--- config.mk ---
export PLATFORM = sky130hd
export DESIGN_NAME = mx_tx_top
export DESIGN_NICKNAME = d
export VERILOG_FILES = /design/src/rtl/mx_pkg.sv /design/src/rtl/mx_bit_timer.sv /design/src/rtl/mx_nib_fsm.sv /design/src/rtl/mx_line_enc.sv /design/src/rtl/mx_tx_top.sv
export SDC_FILE = /design/constraint.sdc
export NUM_CORES = 1
export LEC_CHECK = 0
export BUFFER_PORTS_ARGS = -buffer_cell sky130_fd_sc_hd__buf_2
export CAP_MARGIN = 20
export CORE_MARGIN = 8
export CORE_UTILIZATION = 25
export DETAILED_ROUTE_END_ITERATION = 10
export GPL_ROUTABILITY_DRIVEN = 1
export GPL_TIMING_DRIVEN = 0
export SETUP_SLACK_MARGIN = 0.5
export SLEW_MARGIN = 20
export SYNTH_ARGS = -nofsm -noshare
export SYNTH_HDL_FRONTEND = slang
export SYNTH_HIERARCHICAL = 1
export SYNTH_SLANG_ARGS = --single-unit
--- constraint.sdc ---
create_clock -name clk -period 2.75 [get_ports clk]
set_input_delay 0.275 -clock clk [delete_from_list [all_inputs] [get_ports clk]]
set_output_delay 0.275 -clock clk [all_outputs]
set_load 0.01 [all_outputs]
--- src/rtl/mx_pkg.sv ---
package mx_pkg;
    typedef enum logic {
        ST_IDLE = 1'b0,
        ST_SEND = 1'b1
    } mx_state_e;
endpackage

--- src/rtl/mx_bit_timer.sv ---
// Half-bit counter: locates the nibble boundary, the bit index and the cell half.
module mx_bit_timer #(
    parameter int NIB_W = 4,
    localparam int HB_N  = 2 * NIB_W,
    localparam int CNT_W = $clog2(HB_N),
    localparam int IDX_W = (NIB_W > 1) ? $clog2(NIB_W) : 1
) (
    input  logic             clk,
    input  logic             rst_n,
    output logic             nib_edge,
    output logic [IDX_W-1:0] bit_idx,
    output logic             half_second,
    output logic             nib_clk
);
    localparam logic [CNT_W-1:0] HB_LAST = CNT_W'(HB_N - 1);

    logic [CNT_W-1:0] hb_cnt;

    always_ff @(posedge clk or negedge rst_n) begin
        if (!rst_n) begin
            hb_cnt <= '0;
        end else if (hb_cnt == HB_LAST) begin
            hb_cnt <= '0;
        end else begin
            hb_cnt <= hb_cnt + 1'b1;
        end
    end

    always_comb begin
        nib_edge    = (hb_cnt == HB_LAST);
        bit_idx     = hb_cnt[CNT_W-1:1];
        half_second = hb_cnt[0];
        nib_clk     = (hb_cnt < CNT_W'(NIB_W));
    end
endmodule

--- src/rtl/mx_nib_fsm.sv ---
// Transmit sequencer: IDLE/SEND, nibble capture at the boundary only.
module mx_nib_fsm
    import mx_pkg::*;
#(
    parameter int NIB_W = 4
) (
    input  logic             clk,
    input  logic             rst_n,
    input  logic             nib_edge,
    input  logic             tx_en,
    input  logic [NIB_W-1:0] txd,
    output mx_state_e        state,
    output logic [NIB_W-1:0] nib
);
    mx_state_e state_nx;

    always_comb begin
        state_nx = state;
        unique case (state)
            ST_IDLE: if (nib_edge && tx_en)  state_nx = ST_SEND;
            ST_SEND: if (nib_edge && !tx_en) state_nx = ST_IDLE;
        endcase
    end

    always_ff @(posedge clk or negedge rst_n) begin
        if (!rst_n) begin
            state <= ST_IDLE;
        end else begin
            state <= state_nx;
        end
    end

    always_ff @(posedge clk or negedge rst_n) begin
        if (!rst_n) begin
            nib <= '0;
        end else if (nib_edge && tx_en) begin
            nib <= txd;
        end
    end
endmodule

--- src/rtl/mx_line_enc.sv ---
// Output process: Manchester line, active flag and half-duplex loopback.
module mx_line_enc
    import mx_pkg::*;
#(
    parameter int NIB_W = 4,
    localparam int IDX_W = (NIB_W > 1) ? $clog2(NIB_W) : 1
) (
    input  mx_state_e        state,
    input  logic [NIB_W-1:0] nib,
    input  logic [IDX_W-1:0] bit_idx,
    input  logic             half_second,
    input  logic             half_duplex,
    output logic             line,
    output logic             active,
    output logic [NIB_W-1:0] lb_data,
    output logic             lb_valid,
    output logic             collision
);
    logic cur_bit;

    always_comb begin
        cur_bit   = nib[bit_idx];
        line      = 1'b0;
        active    = 1'b0;
        lb_data   = '0;
        lb_valid  = 1'b0;
        collision = 1'b0;
        unique case (state)
            ST_IDLE: begin
                line = 1'b0;
            end
            ST_SEND: begin
                active = 1'b1;
                line   = half_second ? cur_bit : ~cur_bit;
                if (half_duplex) begin
                    lb_valid = 1'b1;
                    lb_data  = nib;
                end
            end
        endcase
    end
endmodule

--- src/rtl/mx_tx_top.sv ---
module mx_tx_top
    import mx_pkg::*;
#(
    parameter int NIB_W = 4,
    localparam int IDX_W = (NIB_W > 1) ? $clog2(NIB_W) : 1
) (
    input  logic             clk,
    input  logic             rst_n,
    input  logic             half_duplex,
    input  logic             tx_en,
    input  logic [NIB_W-1:0] txd,
    output logic             tx_clk,
    output logic             tx_line,
    output logic             tx_active,
    output logic [NIB_W-1:0] rxd,
    output logic             rx_dv,
    output logic             col
);
    logic             nib_edge;
    logic [IDX_W-1:0] bit_idx;
    logic             half_second;
    mx_state_e        state;
    logic [NIB_W-1:0] nib;

    mx_bit_timer #(.NIB_W(NIB_W)) u_tmr (
        .clk         (clk),
        .rst_n       (rst_n),
        .nib_edge    (nib_edge),
        .bit_idx     (bit_idx),
        .half_second (half_second),
        .nib_clk     (tx_clk)
    );

    mx_nib_fsm #(.NIB_W(NIB_W)) u_fsm (
        .clk      (clk),
        .rst_n    (rst_n),
        .nib_edge (nib_edge),
        .tx_en    (tx_en),
        .txd      (txd),
        .state    (state),
        .nib      (nib)
    );

    mx_line_enc #(.NIB_W(NIB_W)) u_enc (
        .state       (state),
        .nib         (nib),
        .bit_idx     (bit_idx),
        .half_second (half_second),
        .half_duplex (half_duplex),
        .line        (tx_line),
        .active      (tx_active),
        .lb_data     (rxd),
        .lb_valid    (rx_dv),
        .collision   (col)
    );
endmodule

==> results of run 1 <==
## final cells by class
class                      count  area (sq um)  share of cell area, %
clock buffer                   3         22.52                  4.306
sequential                     8         200.2                  38.28
tap                           16         20.02                  3.828
timing repair buffer          16         85.08                  16.27
multi-input combinational     18         172.7                  33.01
buffer                         2         15.01                  2.871
inverter                       2         7.507                  1.435
## cell families after synthesis
kind of cell | synth area share, %
adders and majority gates | 6.328
other | 0.9485
xor gates and xnor gates | 2.216
and+or+nand+nor | 12.02
muxes | 20.89
DFF | 50.63
AOI/OAI and AO/OA | 1.265
buffers and inverters | 5.696
## metrics by stage
step	util, %	instances
global route	35.13	65
finish	35.13	65
CTS	35.13	65
global placement	32.94	61
floorplan	-	30
detailed placement	32.94	61
## worst reg2reg max path, cell delays in order (launching register included)
cell and delay [ns]:
dfrtp_1 0.41, ha_1 0.21, ha_1 0.22, nand2_2 0.16, mux2_4 0.31
## cells in the mapped netlist
| master | n | area [sq um] |
|---|---|---|
| nand2_2 | 1 | 6.260 |
| inv_1 | 2 | 7.510 |
| conb_1 | 1 | 3.750 |
| and2_1 | 2 | 12.51 |
| ha_1 | 2 | 25.02 |
| buf_4 | 2 | 15.01 |
| mux4_2 | 1 | 22.52 |
| xnor2_1 | 1 | 8.760 |
| and3_1 | 4 | 25.02 |
| nor2_1 | 1 | 3.750 |
| dfrtp_1 | 8 | 200.2 |
| o21ai_0 | 1 | 5.000 |
| mux2_4 | 4 | 60.06 |
## path summary, 6_finish.rpt
path | startpoint | endpoint | slack [ns] | depth (start not counted)
setup / recovery | u_tmr/hb_cnt[1] | tx_line | 0.94 | 4
hold / removal | txd[2] | u_fsm/nib[2] | 0.26 | 2
setup reg to reg | u_tmr/hb_cnt[0] | u_fsm/nib[0] | 1.32 | 4
hold reg to reg | u_tmr/hb_cnt[0] | u_tmr/hb_cnt[0] | 0.49 | 1
max in group asynchronous | rst_n | u_tmr/hb_cnt[1] | 2.18 | 2
min in group asynchronous | rst_n | u_fsm/nib[1] | 0.40 | 2
## power breakdown
| part | leakage, nW | internal (mW) | switching, mW | total, mW |
|---|---|---|---|---|
| sequential | 0.0963 | 0.125 | 0.00604 | 0.131 |
| combinational | 0.186 | 0.0228 | 0.0135 | 0.0363 |
| clock | 0.0138 | 0.0497 | 0.0366 | 0.0863 |
## layer usage
layer	track usage, %	routed length, microns
met5	0	0
met4	4.225	0
met3	4.338	103
met2	9.455	458
met1	4.433	273
==> run metrics, run 1 <==
GRT overflow=0; CTS Hold Bufs=1; buffer count from post-CTS setup fixing=0; Die W=55.77 microns; CP required=2.48 ns; CTS max path bufs=2; fin area=523.0 sq um; most frequent cells in the layout=buf_2 (15), dfrtp_1 (8), and3_1 (4), mux2_4 (4), clkbuf_4 (3); Power, Total=0.2532 mW; post-DP HPWL=712.9 microns; global-route usage over all layers=5.717%; router iterations before antenna repair=3; final wirelength=834 microns; Hold WS=0.2559 ns; Synth Area per Inst=13.18 sq um; num ports=17; clk_lat worst skew=0.24 ns; delay-heaviest family, CP=multiplexers; n_diodes=0; leakage=0.2962 nW; PwrDens=484.2 mW/mm^2; clock period minus worst slack=1.809 ns; CP max FO=2; Post-DP Area=490.5 sq um; Tcrit/Tclk final=65.79%; pin count of the biggest net entering global routing=9; data arrival time of the worst path=1.53 ns; starting DRC count in detailed routing=4; area grow syn2layout=32.28%; Buf/Inv on CP=1; sequential area share after synthesis=50.63%; critical setup path kind=reg2out; CTS Buf Count=3; class of the worst hold path=in2reg; crit-path cells=mux4_2 > xnor2_1 > and2_1 > buf_2; Max stage delay on crit path=0.51 ns; library cells used by synthesis=13; #FFs+latches synth=8; routed via count=289; vias per std cell=4.446; max-cap violation count=0; post-synthesis instance total=30; Die Y=55.77 microns; clock sinks=8; CP endpoint kind=output pin; fin worst setup slack=0.9407 ns; number of gates resized after cts=0; row count=14; cell area after synthesis=395.4 sq um; syn_nets=40; core area=0.001489 sq mm; first-pass GRT wire length=1352 microns; residual DRC count=0; Startpoint Class=flop; Max Slew Vio Count=0; vias in the first global route=313; nets=61; initial antenna violation count=0; Routed Antenna Nets=0; Setup WS pre-CTS=1.191 ns; Initial Utilization=26.55%; share of post-route cells with drive strength above 1=53.06%; Syn. warnings=6; Final Hold Fails=0; status=completed; GPL Wtd Cong=0.6240; clock slew at reported path FFs=0.05 ns; # fillers=157; skew final=0.002018 ns; RSZ-0062 raised after global routing=false; commonest non-fill, non-tap cell in the layout=buf_2; maximum clock rate=552.7 MHz; CP max-delay cell=mux4_2; Post-Route Setup TNS=0 ns; CTS HTree Levels=1; # port buffers=15; CTS tree=done; final setup vio count=0; CTS root buf=clkbuf_4; worst IR drop on VDD=114.5 uV; routed len/inst=12.83 microns; die area=0.003110 sq mm
(Power assumes the default switching activity.)
==> run 2, diff against run 1 <==
--- a/config.mk
+++ b/config.mk
@@ -5,6 +5,7 @@
 export SDC_FILE = /design/constraint.sdc
 export NUM_CORES = 1
 export LEC_CHECK = 0
+export ABC_AREA = 1
 export BUFFER_PORTS_ARGS = -buffer_cell sky130_fd_sc_hd__buf_2
 export CAP_MARGIN = 20
 export CORE_MARGIN = 8
==> constraint.sdc (replaced) <==
create_clock -name clk -period 1.5 [get_ports clk]
set_input_delay 0.15 -clock clk [delete_from_list [all_inputs] [get_ports clk]]
set_output_delay 0.15 -clock clk [all_outputs]
set_load 0.01 [all_outputs]
==> run 2 against run 1 <==
Against the previous run: cell count increased by 46%; total power increased by 88%; count of clock-buffer cells in the layout unchanged; sequential share of layout area down 8.7 points; global-route usage grew 0.97 points; design area grew 30%; register-to-register slack got worse by 1.1 ns; die area up 5.4%; largest cell class is now multi-input combinational cells; largest power group unchanged.
==> run metrics, run 2 <==
num ports=17; row count=15; final wirelength=1079 microns; first-pass GRT wire length=1669 microns; Startpoint Class=flop; CTS HTree Levels=1; r2r setup slk=0.24 ns; CP max FO=4; hold endpoint=u_fsm/nib[3]; cell area after synthesis=425.4 sq um; skew final=0.006112 ns; CTS Buf Count=3; global-route usage over all layers=6.691%; Sw Pwr=0.1190 mW; GPL Wtd Cong=0.7340; Post-DP Area=541.8 sq um; clk_lat worst skew=0.25 ns; # fillers=179; Yosys top cell area share=47.06%; RR Startpoint=u_tmr/hb_cnt[1]; Hold WS=0.1351 ns; Final Hold Fails=0; clock slew at reported path FFs=0.05 ns; met3 usage=1.570%; syn_nets=63; data arrival time of the worst path=1.17 ns; router iterations before antenna repair=2; critical setup path kind=reg2out; most frequent cells in the layout=buf_2 (12), nand2_1 (12), inv_1 (7), dfrtp_1 (7); Seq pwr share=49.6%; clock sinks=8; hold depth=3; post-DP HPWL=749.3 microns; status=completed; Synth area leader=dfrtp_1; nets=90; Comb power frac=16.8%; CTS root buf=clkbuf_4; fin area=681.9 sq um; dpl cells=85; leakage=0.3726 nW; pin count of the biggest net entering global routing=9; n_diodes=0; Max Slew Vio Count=0; Clock power frac=33.6%; post-synthesis instance total=53; CP endpoint kind=output pin; vias in the first global route=399; routed via count=415; starting DRC count in detailed routing=4; share of post-route cells with drive strength above 1=53.85%; #FFs+latches synth=8; class of the worst hold path=in2reg; Area contributors post-synth=dfrtp_1 (47%), nand2_1 (11%), inv_1 (7.9%); internal power=0.3583 mW; Post-synth ARST share=100.0%; ys flop type=dfrtp_1; switching part of the total=24.92%; CTS max path bufs=2; clock period minus worst slack=1.323 ns; Die W=57.25 microns; Commonest cells post-synth=nand2_1 (13), inv_1 (9), dfrtp_1 (8), nor2_1 (6), nand3_1 (4); CTS tree=done; Die Y=57.25 microns; routed len/inst=11.36 microns; GR Util met2=8.535%; fin cells=95; max-cap violation count=0; PwrDens=699.9 mW/mm^2; met1 Usage GRT=8.355%; RSZ-0062 raised after global routing=true; library cells used by synthesis=13; Initial Utilization=25.47%; Worst Min Path Start=txd[3]; top-count cell post-synth=nand2_1; Post-Route Setup TNS=0 ns; vias per std cell=4.368; residual DRC count=0; CP required=1.35 ns; GRT overflow=0; Tcrit/Tclk final=88.18%; core area=0.001670 sq mm; Synth Area per Inst=8.027 sq um; maximum clock rate=756.0 MHz; area grow syn2layout=60.29%; die area=0.003278 sq mm; Worst R2R Path Depth=6; final setup vio count=0; Syn. warnings=6; worst IR drop on VDD=384.1 uV; Routed Antenna Nets=0; Post-synth EDFFs=0; most used routing layer=met2; initial antenna violation count=0; sequential area share after synthesis=47.06%; # port buffers=15
## run 2: kinds of logic (layout without fill, tap and decap cells)
family | after synthesis | in the layout | synth area share (%)
AOI/OAI and AO/OA | 2 | 2 | 2.351
adders and majority gates | 2 | 2 | 5.881
buffers and inverters | 12 | 37 | 12.35
DFF | 8 | 8 | 47.06
other | 1 | 1 | 0.8815
and+or+nand+nor | 28 | 28 | 31.47
## run 2: repair_timing
item / in CTS / in global routing
setup endpoints to repair: 13 / 15
hold buffers: 1 / 0
hold endpoints to repair: 8 / 0
pin swaps: 3 / 1
buffers inserted: 5 / 1
gates resized for setup: 9 / 6
## run 2: final cells by class
class                   count  area, sq um  area share, %
flip-flops and latches      8        201.4          29.54
plain buffers               2        18.77          2.752
multi-input cells          33        224.0          32.84
clock buffers               3        22.52          3.303
well taps                  17        21.27          3.119
repair buffers             22        156.4          22.94
inverters                  10        37.54          5.505
## run 2: stage by stage
step	power (mW)	setup slack, ns	utilization, %
3_3_place_gp	0.2999	0.4173	32.43
3_5_place_dp	0.3019	0.3989	32.43
5_1_grt	0.5060	0.09193	40.82
2_1_floorplan	0.2715	0.5024	-
4_1_cts	0.4810	0.1731	38.88
6_report	0.4773	0.1773	40.82
## run 2: power groups by stage
stage               combinational (mW)  clock (mW)  sequential, mW
floorplan                       0.0337           0           0.238
global placement                0.0588           0           0.241
detailed placement              0.0604           0           0.241
CTS                             0.0758       0.168           0.237
global route                    0.0887       0.179           0.238
finish                          0.0802       0.160           0.237
## run 2: critical path: stages (launching register included)
cell	delay, ns
dfrtp_1	0.41
nand2_1	0.09
nand3_2	0.10
a21oi_2	0.14
nor2_1	0.05
buf_2	0.13
## run 2: worst max path at each step
stage | startpoint | to
3_5_place_dp | u_tmr/hb_cnt[2] | tx_line
2_1_floorplan | u_tmr/hb_cnt[1] | flop
5_1_grt | u_tmr/hb_cnt[1] | tx_line
4_1_cts | u_tmr/hb_cnt[1] | tx_line
6_report | u_tmr/hb_cnt[1] | tx_line
3_3_place_gp | u_tmr/hb_cnt[2] | tx_line
## run 2: per-layer routing
metal	wire (microns)	part of all wire, %
met5	0	0
met4	27	2.5
met3	64	5.9
met2	471	44
met1	515	48
==> run 3, diff against run 2 <==
--- a/config.mk
+++ b/config.mk
@@ -13,6 +13,7 @@
 export DETAILED_ROUTE_END_ITERATION = 10
 export GPL_ROUTABILITY_DRIVEN = 1
 export GPL_TIMING_DRIVEN = 0
+export PLACE_DENSITY = 0.5
 export SETUP_SLACK_MARGIN = 0.5
 export SLEW_MARGIN = 20
 export SYNTH_ARGS = -nofsm -noshare
==> run 3 against run 2 <==
Against the previous run: design area is 5.7% higher; flip-flop and latch count stayed put; count of clock-buffer cells in the layout unchanged; clock skew is 0.0039 ns lower.
==> run metrics, run 3 (synthesized netlist as in run 2, its figures left out) <==
RSZ-0062 raised after global routing=true; CTS Buf Count=3; vias in the first global route=413; vias per std cell=4.292; clk_lat worst skew=0.25 ns; num ports=17; PwrDens=681.9 mW/mm^2; switching part of the total=25.75%; most frequent cells in the layout=buf_2 (11), nand2_1 (11), buf_6 (8); leakage=0.3807 nW; GPL Wtd Cong=0.6820; share of post-route cells with drive strength above 1=64.56%; post-DP HPWL=746.1 microns; clock slew at reported path FFs=0.05 ns; clock period minus worst slack=1.323 ns; r2r setup slk=0.19 ns; n_diodes=0; GRT overflow=0; CP required=1.35 ns; Final Hold Fails=0; final setup vio count=0; Seq pwr share=48.6%; Setup crit start=u_tmr/hb_cnt[1]; Die W=57.25 microns; data arrival time of the worst path=1.17 ns; routed len/inst=10.64 microns; class of the worst hold path=in2reg; skew final=0.002236 ns; maximum clock rate=756.1 MHz; Post-DP Area=541.8 sq um; worst IR drop on VDD=327.9 uV; router iterations before antenna repair=3; # port buffers=15; Die Y=57.25 microns; CTS HTree Levels=1; Worst Min Path Start=txd[3]; CTS max path bufs=2; Power, Total=0.4915 mW; final wirelength=1021 microns; Max Slew Vio Count=0; critical setup path kind=reg2out; pin count of the biggest net entering global routing=9; starting DRC count in detailed routing=4; Startpoint Class=flop; residual DRC count=0; RR Startpoint=u_tmr/hb_cnt[1]; Routed Antenna Nets=0; CP endpoint kind=output pin; Comb power frac=18.2%; row count=15; area grow syn2layout=69.41%; fin area=720.7 sq um; CTS root buf=clkbuf_4; CTS tree=done; Initial Utilization=25.47%; nets=91; CP max FO=4; status=completed; global-route usage over all layers=6.783%; max-cap violation count=0; initial antenna violation count=0; Clock power frac=33.2%; Sw Pwr=0.1266 mW; routed via count=412; internal power=0.3649 mW; clock sinks=8; die area=0.003278 sq mm; first-pass GRT wire length=1759 microns; core area=0.001670 sq mm; Tcrit/Tclk final=88.17%; Post-Route Setup TNS=0 ns
-- run 3: cell count changes in the layout (fill, tap and decap cells not counted), sizes merged --
| cell | change |
|---|---|
| buf | +1 |
-- run 3: repair_timing --
item	in CTS	in global routing
cloned	0	0
buffers inserted	4	3
resized for setup	11	15
setup endpoints to repair	13	15
hold buffers	1	0
endpoints found under the hold margin	8	0
pin swaps	2	2
-- run 3: critical path: stages (launching register included) --
cell and delay, ns:
dfrtp_2 0.43, nand2_1 0.08, nand3_2 0.10, nand3_2 0.08, nand2_1 0.04, nor2_1 0.07
buf_2 0.13
-- run 3: cell type report --
| type | count | area [sq um] |
|---|---|---|
| fillers | 181 | 949.7 |
| multi-input cells | 33 | 242.7 |
| flip-flops and latches | 8 | 203.9 |
| repair buffers | 23 | 173.9 |
| inverters | 10 | 37.54 |
| clock buffers | 3 | 22.52 |
| well taps | 17 | 21.27 |
| plain buffers | 2 | 18.77 |
-- run 3: power groups by stage --
stage          sequential, mW  combinational [mW]  clock (mW)
6_report                0.239              0.0895       0.163
3_5_place_dp            0.241              0.0606           0
5_1_grt                 0.240              0.0996       0.184
2_1_floorplan           0.238              0.0337           0
3_3_place_gp            0.241              0.0598           0
4_1_cts                 0.238              0.0730       0.171
-- run 3: layer usage --
metal,share of wire [%],track usage [%],vias to the layer above
li1,-,-,209
met1,46,7.712,185
met2,43,9.823,15
met3,8.4,3.363,3
met4,2.6,4.286,0
met5,0,0,-
-- run 3: worst paths after layout --
kind | endpoint | cells past startpoint
max in group asynchronous | async pin | 2
setup / recovery | tx_line | 6
hold / removal | u_fsm/nib[3] | 3
min in group asynchronous | u_tmr/hb_cnt[0] | 2
setup reg to reg | u_fsm/nib[2] | 7
hold reg to reg | u_tmr/hb_cnt[0] | 1
-- run 3: per-stage QoR --
| stage | utilization [%] | setup WS [ns] | cells | hold WS, ns |
|---|---|---|---|---|
| floorplan | - | 0.5024 | 53 | -0.1456 |
| global placement | 32.43 | 0.4088 | 85 | 0.002705 |
| global route | 43.15 | 0.06620 | 96 | 0.1416 |
| CTS | 38.58 | 0.1702 | 93 | 0.1185 |
| detailed placement | 32.43 | 0.4049 | 85 | 0.007432 |
| finish | 43.15 | 0.1774 | 96 | 0.1324 |
